===== src/rtl/fxp_mac_pkg.sv =====
`timescale 1ns/1ps
package fxp_mac_pkg;
    typedef enum logic [1:0] {
        OP_CLEAR = 2'b00,
        OP_LOAD  = 2'b01,
        OP_MAC   = 2'b10,
        OP_MSU   = 2'b11
    } mac_op_e;

    typedef enum logic [1:0] {
        RND_TRUNC   = 2'b00,
        RND_NEAREST = 2'b01,
        RND_CONV    = 2'b10,
        RND_RSVD    = 2'b11
    } rnd_mode_e;

    typedef enum logic {
        ST_IDLE    = 1'b0,
        ST_PRESENT = 1'b1
    } store_state_e;
endpackage


===== src/rtl/fxp_mult.sv =====
`timescale 1ns/1ps
// Full-width signed product, realigned for Q1.23 x Q1.23 and sign-extended.
module fxp_mult #(
    parameter int OPW  = 24,
    parameter int ACCW = 56
) (
    input  logic signed [OPW-1:0]  x_op,
    input  logic signed [OPW-1:0]  y_op,
    output logic signed [ACCW-1:0] prod_aligned
);
    localparam int PW  = 2 * OPW;
    localparam int EXT = ACCW - PW - 1;

    logic signed [PW-1:0] prod_full;

    always_comb begin
        prod_full    = PW'(x_op) * PW'(y_op);
        prod_aligned = {{EXT{prod_full[PW-1]}}, prod_full, 1'b0};
    end
endmodule


===== src/rtl/fxp_accum.sv =====
`timescale 1ns/1ps
// Guard-bit accumulator register with the four named operations.
module fxp_accum
    import fxp_mac_pkg::*;
#(
    parameter int ACCW = 56
) (
    input  logic                   clk,
    input  logic                   rst_n,
    input  logic                   op_en,
    input  mac_op_e                op,
    input  logic signed [ACCW-1:0] prod,
    output logic signed [ACCW-1:0] acc_q
);
    logic signed [ACCW-1:0] acc_d;

    always_comb begin
        acc_d = acc_q;
        if (op_en) begin
            unique case (op)
                OP_CLEAR: acc_d = '0;
                OP_LOAD:  acc_d = prod;
                OP_MAC:   acc_d = acc_q + prod;
                OP_MSU:   acc_d = acc_q - prod;
            endcase
        end
    end

    always_ff @(posedge clk) begin
        if (!rst_n) acc_q <= '0;
        else        acc_q <= acc_d;
    end
endmodule


===== src/rtl/fxp_round_sat.sv =====
`timescale 1ns/1ps
// Rounds the accumulator to the result field and optionally clamps it.
module fxp_round_sat
    import fxp_mac_pkg::*;
#(
    parameter int OPW  = 24,
    parameter int ACCW = 56
) (
    input  logic [ACCW-1:0] acc,
    input  rnd_mode_e       mode,
    input  logic            sat_en,
    output logic [OPW-1:0]  result,
    output logic            ovf
);
    localparam int KEEPW = ACCW - OPW;
    localparam int EXTW  = KEEPW + 1;

    logic [EXTW-1:0] keep_ext;
    logic [EXTW-1:0] rounded;
    logic            low_msb;
    logic            low_rest;
    logic            bump;
    logic            in_range;

    always_comb begin
        keep_ext = {acc[ACCW-1], acc[ACCW-1:OPW]};
        low_msb  = acc[OPW-1];
        low_rest = |acc[OPW-2:0];
        unique case (mode)
            RND_NEAREST: bump = low_msb;
            RND_CONV:    bump = low_msb & (low_rest | keep_ext[0]);
            RND_TRUNC,
            RND_RSVD:    bump = 1'b0;
        endcase
        rounded  = keep_ext + EXTW'(bump);
        // in range when all bits from the result sign upward agree
        in_range = (&rounded[EXTW-1:OPW-1]) | ~(|rounded[EXTW-1:OPW-1]);
        if (sat_en && !in_range) begin
            result = rounded[EXTW-1] ? {1'b1, {(OPW-1){1'b0}}}
                                     : {1'b0, {(OPW-1){1'b1}}};
            ovf    = 1'b1;
        end else begin
            result = rounded[OPW-1:0];
            ovf    = 1'b0;
        end
    end
endmodule


===== src/rtl/fxp_mac_round.sv =====
`timescale 1ns/1ps
// Top: multiplier, accumulator, store conversion and result presentation.
module fxp_mac_round
    import fxp_mac_pkg::*;
#(
    parameter int OPW   = 24,
    parameter int GUARD = 8
) (
    input  logic                      clk,
    input  logic                      rst_n,
    input  logic                      op_en,
    input  logic [1:0]                op_sel,
    input  logic [OPW-1:0]            x_in,
    input  logic [OPW-1:0]            y_in,
    input  logic                      store_req,
    input  logic [1:0]                rnd_sel,
    input  logic                      sat_en,
    output logic [2*OPW+GUARD-1:0]    acc_out,
    output logic                      store_valid,
    output logic [OPW-1:0]            store_data,
    output logic                      store_ovf
);
    localparam int ACCW = 2 * OPW + GUARD;

    logic signed [ACCW-1:0] prod_aligned;
    logic signed [ACCW-1:0] acc_q;
    logic [OPW-1:0]         conv_word;
    logic                   conv_ovf;
    store_state_e           st_q;
    store_state_e           st_d;

    fxp_mult #(.OPW(OPW), .ACCW(ACCW)) u_mult (
        .x_op         ($signed(x_in)),
        .y_op         ($signed(y_in)),
        .prod_aligned (prod_aligned)
    );

    fxp_accum #(.ACCW(ACCW)) u_acc (
        .clk   (clk),
        .rst_n (rst_n),
        .op_en (op_en),
        .op    (mac_op_e'(op_sel)),
        .prod  (prod_aligned),
        .acc_q (acc_q)
    );

    fxp_round_sat #(.OPW(OPW), .ACCW(ACCW)) u_rs (
        .acc    (acc_q),
        .mode   (rnd_mode_e'(rnd_sel)),
        .sat_en (sat_en),
        .result (conv_word),
        .ovf    (conv_ovf)
    );

    assign acc_out = acc_q;

    // presentation state machine: next-state logic
    always_comb begin
        unique case (st_q)
            ST_IDLE:    st_d = store_req ? ST_PRESENT : ST_IDLE;
            ST_PRESENT: st_d = store_req ? ST_PRESENT : ST_IDLE;
        endcase
    end

    // state register
    always_ff @(posedge clk) begin
        if (!rst_n) st_q <= ST_IDLE;
        else        st_q <= st_d;
    end

    // output register: captures the word on a request, holds otherwise
    always_ff @(posedge clk) begin
        if (!rst_n) begin
            store_data <= '0;
            store_ovf  <= 1'b0;
        end else if (store_req) begin
            store_data <= conv_word;
            store_ovf  <= conv_ovf;
        end
    end

    assign store_valid = (st_q == ST_PRESENT);
endmodule


===== config.mk =====
export PLATFORM = sky130hd
export DESIGN_NAME = fxp_mac_round
export DESIGN_NICKNAME = d
export VERILOG_FILES = /design/src/rtl/fxp_mac_pkg.sv /design/src/rtl/fxp_mult.sv /design/src/rtl/fxp_accum.sv /design/src/rtl/fxp_round_sat.sv /design/src/rtl/fxp_mac_round.sv
export SDC_FILE = /design/constraint.sdc
export NUM_CORES = 2
export LEC_CHECK = 0
export ABC_AREA = 1
export BUFFER_PORTS_ARGS = -buffer_cell sky130_fd_sc_hd__clkbuf_2
export CAP_MARGIN = 20
export CORE_AREA = 2 2 235 237
export DETAILED_ROUTE_END_ITERATION = 12
export DIE_AREA = 0 0 237 239
export HOLD_SLACK_MARGIN = 0.15
export PLACE_DENSITY = 0.9
export SLEW_MARGIN = 20
export SYNTH_ARGS = -nofsm -noshare
export SYNTH_HDL_FRONTEND = slang
export SYNTH_SLANG_ARGS = --single-unit

===== constraint.sdc =====
create_clock -name clk -period 8.05 [get_ports clk]
set_input_delay 0 -clock clk [delete_from_list [all_inputs] [get_ports clk]]
set_output_delay 0 -clock clk [all_outputs]
set_load 0.1 [all_outputs]

==> flow_metrics.env, run 1 <==
export IMPL_status="did not finish"
export IMPL_lastStage="global routing (5_1_grt)"
export IMPL_error_message="[ERROR GRT-0232] Routing congestion too high. Check the congestion heatmap in the GUI."
export IMPL_die_h_um=239
export IMPL_track_usage=0.720
export IMPL_root_buffer="clkbuf_16"
export IMPL_syn_inst=4635
export IMPL_clock_path_buffers=2
export IMPL_cts_made_buffers=9
export IMPL_dp_cells=5937
export IMPL_clkSinkCount=81
export IMPL_place_ws_ns=-1.29
export IMPL_worst_ep_kind="sequential cell input"
export IMPL_ios=139
export IMPL_ys_flop_type="dfxtp_1"
export IMPL_synth_cell_types=51
export IMPL_portBuffers=137
export IMPL_num_rows=86
export IMPL_ys_ff_latch=81
export IMPL_dieWidth_um=237
export IMPL_grt_remaining_overflow=164
export IMPL_initial_utilization=0.593
export IMPL_worst_endpoint="u_acc.acc_q[55]$_SDFFE_PN0P_/D"
export IMPL_grt_max_degree=55
export IMPL_cts_hold_buf=0
export IMPL_syn_area_sq_um=32200
export IMPL_syn_area_per_cell_sq_um=6.95
export IMPL_finalWeightedCongestion=1.03
export IMPL_antenna_found_initial=18
export IMPL_synth_edf_count=0
export IMPL_htree_levels=3
export IMPL_yosys_warnings=0
export IMPL_async_flop_share=0
export IMPL_syn_nets=5491
export IMPL_ys_seq_area_frac=0.0503
export IMPL_hpwl_mm=96.5
## through the flow
step                      utilization  hold slack [ns]  area, sq um  TNS, ns
after CTS                       0.738            0.267        40100    -1.20
after detailed placement        0.697            0.460        37900   -28.03
after global placement          0.697            0.460        37900   -23.62
after floorplan                     -            0.252        32200        0
## synthesized netlist by cell type, types with 4 or more instances
cell type  instances  area share
inv_1           1221        0.14
nand3_1          165       0.026
xnor2_1           27      0.0073
nor4_1            17      0.0033
nand3b_1           8      0.0019
buf_1              4     0.00047
fa_1             608        0.38
nand4_1           46      0.0089
nor2_1           325       0.038
nor3_1            34      0.0053
o211ai_1          29      0.0068
a21o_1            11      0.0026
o21a_1             6      0.0014
or2_2             34      0.0066
o21ai_0          148       0.023
o21bai_1           8      0.0019
dfxtp_1           81       0.050
ha_1             191       0.074
nand3_2            4      0.0012
o221ai_1           5      0.0014
xor2_1            56       0.015
nand2_1         1219        0.14
nor2_2             6      0.0012
o21ai_1            5     0.00078
clkbuf_1         129       0.015
a21boi_0           6      0.0014
a31oi_1           39      0.0076
nand2_2            6      0.0012
a21oi_1          155       0.024
o31ai_1            4     0.00093
## cells by family after synthesis
group,share of synthesized area
simple gates,0.240
xor+xnor,0.0226
buf+inv,0.160
flops,0.0503
fa+ha+maj,0.452
compound gates,0.0750
other cells,0.000116
## layer usage
layer / GRT overflow / track usage
met4: 67 / 0.682
met2: 83 / 0.864
met1: 7 / 0.716
met5: 0 / 0.372
met3: 7 / 0.607
## timing repair
item	in CTS
gates resized for setup	424
gates cloned	2
pin swaps	125
buffers inserted	36
endpoints found under the setup margin	30
==> inputs of run 2 (changes only) <==
- CORE_AREA: 2 2 235 237 -> 2 2 287 289
- DIE_AREA: 0 0 237 239 -> 0 0 289 291
- HOLD_SLACK_MARGIN: 0.15 -> unset
- PLACE_DENSITY: 0.9 -> unset
- PLACE_DENSITY_LB_ADDON: unset -> 0.15
- clock period: 8.05 -> 10.5 ns (I/O delays scaled with it)
==> run 2 against run 1 <==
The flow now finishes without violations. Synthesized cell count is the same. Area after synthesis is the same.
==> flow_metrics.env, run 2 <==
export IMPL_synth_cell_types=51
export IMPL_ys_ff_latch=81
export IMPL_crit_type="input pin to register"
export IMPL_synth_top_area_cell="fa_1"
export IMPL_yosys_warnings=0
export IMPL_reg_largest_list="u_acc.acc_q x55, store_data x24"
export IMPL_cts_hold_buf=0
export IMPL_fin_crit_sh=0.942
export IMPL_dieWidth_um=289
export IMPL_syn_inst=4635
export IMPL_cts_tree="built"
export IMPL_largest_register_ffs=55
export IMPL_path_clk_slew_ns=0.08
export IMPL_htree_levels=3
export IMPL_crit_path_max_fanout=14
export IMPL_regMostFlops="u_acc.acc_q"
export IMPL_skew_ns=0.0131
export IMPL_drtPass1Iterations=8
export IMPL_ios=139
export IMPL_syn_to_final_growth_pct=7.56
export IMPL_yosys_area_share_simple=0.240
export IMPL_drv_slew=0
export IMPL_fill_cells=8704
export IMPL_cp_arrival_ns=10.22
export IMPL_synthMuxAreaShare=0
export IMPL_grt_max_degree=70
export IMPL_syn_area_per_cell_sq_um=6.95
export IMPL_worst_path_largest_cell_delay_ns=0.69
export IMPL_dr_total_vias=29000
export IMPL_ys_seq_area_frac=0.0503
export IMPL_die_h_um=291
export IMPL_num_rows=105
export IMPL_cp_end_kind="register"
export IMPL_dp_cells=5776
export IMPL_stdcell_count=5798
export IMPL_cap_violations=0
export IMPL_root_buffer="clkbuf_16"
export IMPL_portBuffers=137
export IMPL_syn_nets=5491
export IMPL_final_cell_mix="inv_1 (1218), nand2_1 (1218), fa_1 (604)"
export IMPL_fin_util=0.427
export IMPL_whs_ns=0.113
export IMPL_synth_common_cells="inv_1 (1221), nand2_1 (1219), fa_1 (608)"
export IMPL_tightest_slew_ns=1.17
export IMPL_yosys_area_top_type_share=0.378
export IMPL_hold_path_class="input pin to register"
export IMPL_fin_setup_tns_ns=0
export IMPL_async_flop_share=0
export IMPL_cp_common_cell="nand2_1"
export IMPL_worstPathRequired_ns=10.83
export IMPL_syn_area_sq_um=32200
export IMPL_synth_edf_count=0
export IMPL_synth_xor_area_frac=0.0226
export IMPL_finalHoldViolations=0
export IMPL_track_usage=0.263
export IMPL_max_freq_mhz=101
export IMPL_startpoint_type="input pin"
export IMPL_clkLatencyLatePin_ns=0.38
export IMPL_reg2reg_from="u_acc.acc_q[5]"
export IMPL_finalWeightedCongestion=0.978
export IMPL_slowest_stage="fa_2"
export IMPL_clkSinkCount=81
export IMPL_layout_drive_gt1_share=0.0658
export IMPL_fp_coreArea_sq_um=81200
export IMPL_synth_top_family_by_area="adder cells"
export IMPL_timing_rr_end="store_data[1]"
export IMPL_slew_headroom=0.214
export IMPL_synth_fa_ha_area_frac=0.452
export IMPL_n_antenna_cell=0
export IMPL_ant_nets=0
export IMPL_yosysMostFrequentCell="inv_1"
export IMPL_r2r_slack_ns=6.20
export IMPL_initial_utilization=0.397
export IMPL_grt_pass1_vias=29800
export IMPL_antenna_found_initial=0
export IMPL_die_area_sq_um=84100
export IMPL_cts_made_buffers=9
export IMPL_hpwl_mm=93.3
export IMPL_status="finished clean"
export IMPL_clock_path_buffers=2
export IMPL_drt_iter0_markers=2296
export IMPL_grt_pass1_wl_mm=172
export IMPL_wl_mm=107
export IMPL_grt_remaining_overflow=0
export IMPL_whs_path_depth=5
export IMPL_hp_start="op_sel[0]"
export IMPL_drc=0
export IMPL_synth_compound_area_frac=0.0750
export IMPL_wl_per_cell_um=18.4
export IMPL_viasPerCell=5.00
export IMPL_synth_area_top_cells="fa_1 (38%), inv_1 (14%), nand2_1 (14%), ha_1 (7.4%), dfxtp_1 (5.0%)"
export IMPL_min_to="u_acc.acc_q[27]"
export IMPL_setup_viol=0
export IMPL_finalCriticalPeriod_ns=9.89
export IMPL_ys_flop_type="dfxtp_1"
export IMPL_nets=5579
export IMPL_ff2ff_path_depth=20
==> run 2: area by class of cell <==
cell class | count | area, sq um | area share
clock inverter | 7 | 111 | 0.00321
inverter | 1222 | 4600 | 0.133
tap | 1070 | 1340 | 0.0386
clock buffer | 9 | 225 | 0.00650
sequential | 81 | 1620 | 0.0468
multi-input combinational | 3191 | 25500 | 0.735
timing repair buffer | 218 | 1300 | 0.0374
==> run 2: logic make-up after synthesis <==
logic type / after synthesis
simple gates: 1880
other cells: 1
fa+ha+maj: 799
flops: 81
compound gates: 428
xor+xnor: 83
buf+inv: 1363
==> run 2: critical path: cells and delay by family <==
kind,cells,cell delay [ns]
xor gates and xnor gates,1,0.16
adders and majority gates,9,4.63
and+or+nand+nor,19,2.65
AOI/OAI and AO/OA,7,1.36
buffers and inverters,9,1.39
==> run 2: repair_timing <==
item,4_1_cts,5_1_grt
gates resized for setup,0,13
endpoints found under the setup margin,0,11
buffers inserted,0,6
==> run 2: layer usage <==
metal	track usage	up-vias	wire, um
met4	0.0546	0	2410
met1	0.378	14100	49600
met2	0.419	826	48200
met5	0	-	0
met3	0.0398	118	6750
li1	-	13900	-
==> run 2: worst max-delay path by stage <==
stage | start | end | slack [ns] | cells past startpoint
after CTS | x_in[23] | u_acc.acc_q[55] | 0.27 | 45
final | y_in[5] | u_acc.acc_q[49] | 0.61 | 45
after global placement | x_in[23] | u_acc.acc_q[55] | -0.22 | 45
after detailed placement | x_in[23] | u_acc.acc_q[55] | -0.09 | 45
after global routing | x_in[23] | u_acc.acc_q[45] | -0.006 | 47
after floorplan | x_in[23] | u_acc.acc_q[54] | 2.16 | 47
==> run 2: stage by stage <==
stage / cell area, sq um / worst slack, ns
CTS: 34600 / 0.273
finish: 34600 / 0.612
global placement: 34200 / -0.224
floorplan: 32200 / 2.16
global route: 34600 / -0.00619
detailed placement: 34200 / -0.0927
Power of run 2 is left out: the tool's default activity adds up to more than one toggle a clock period on the data nets, which glitch-free logic cannot reach.
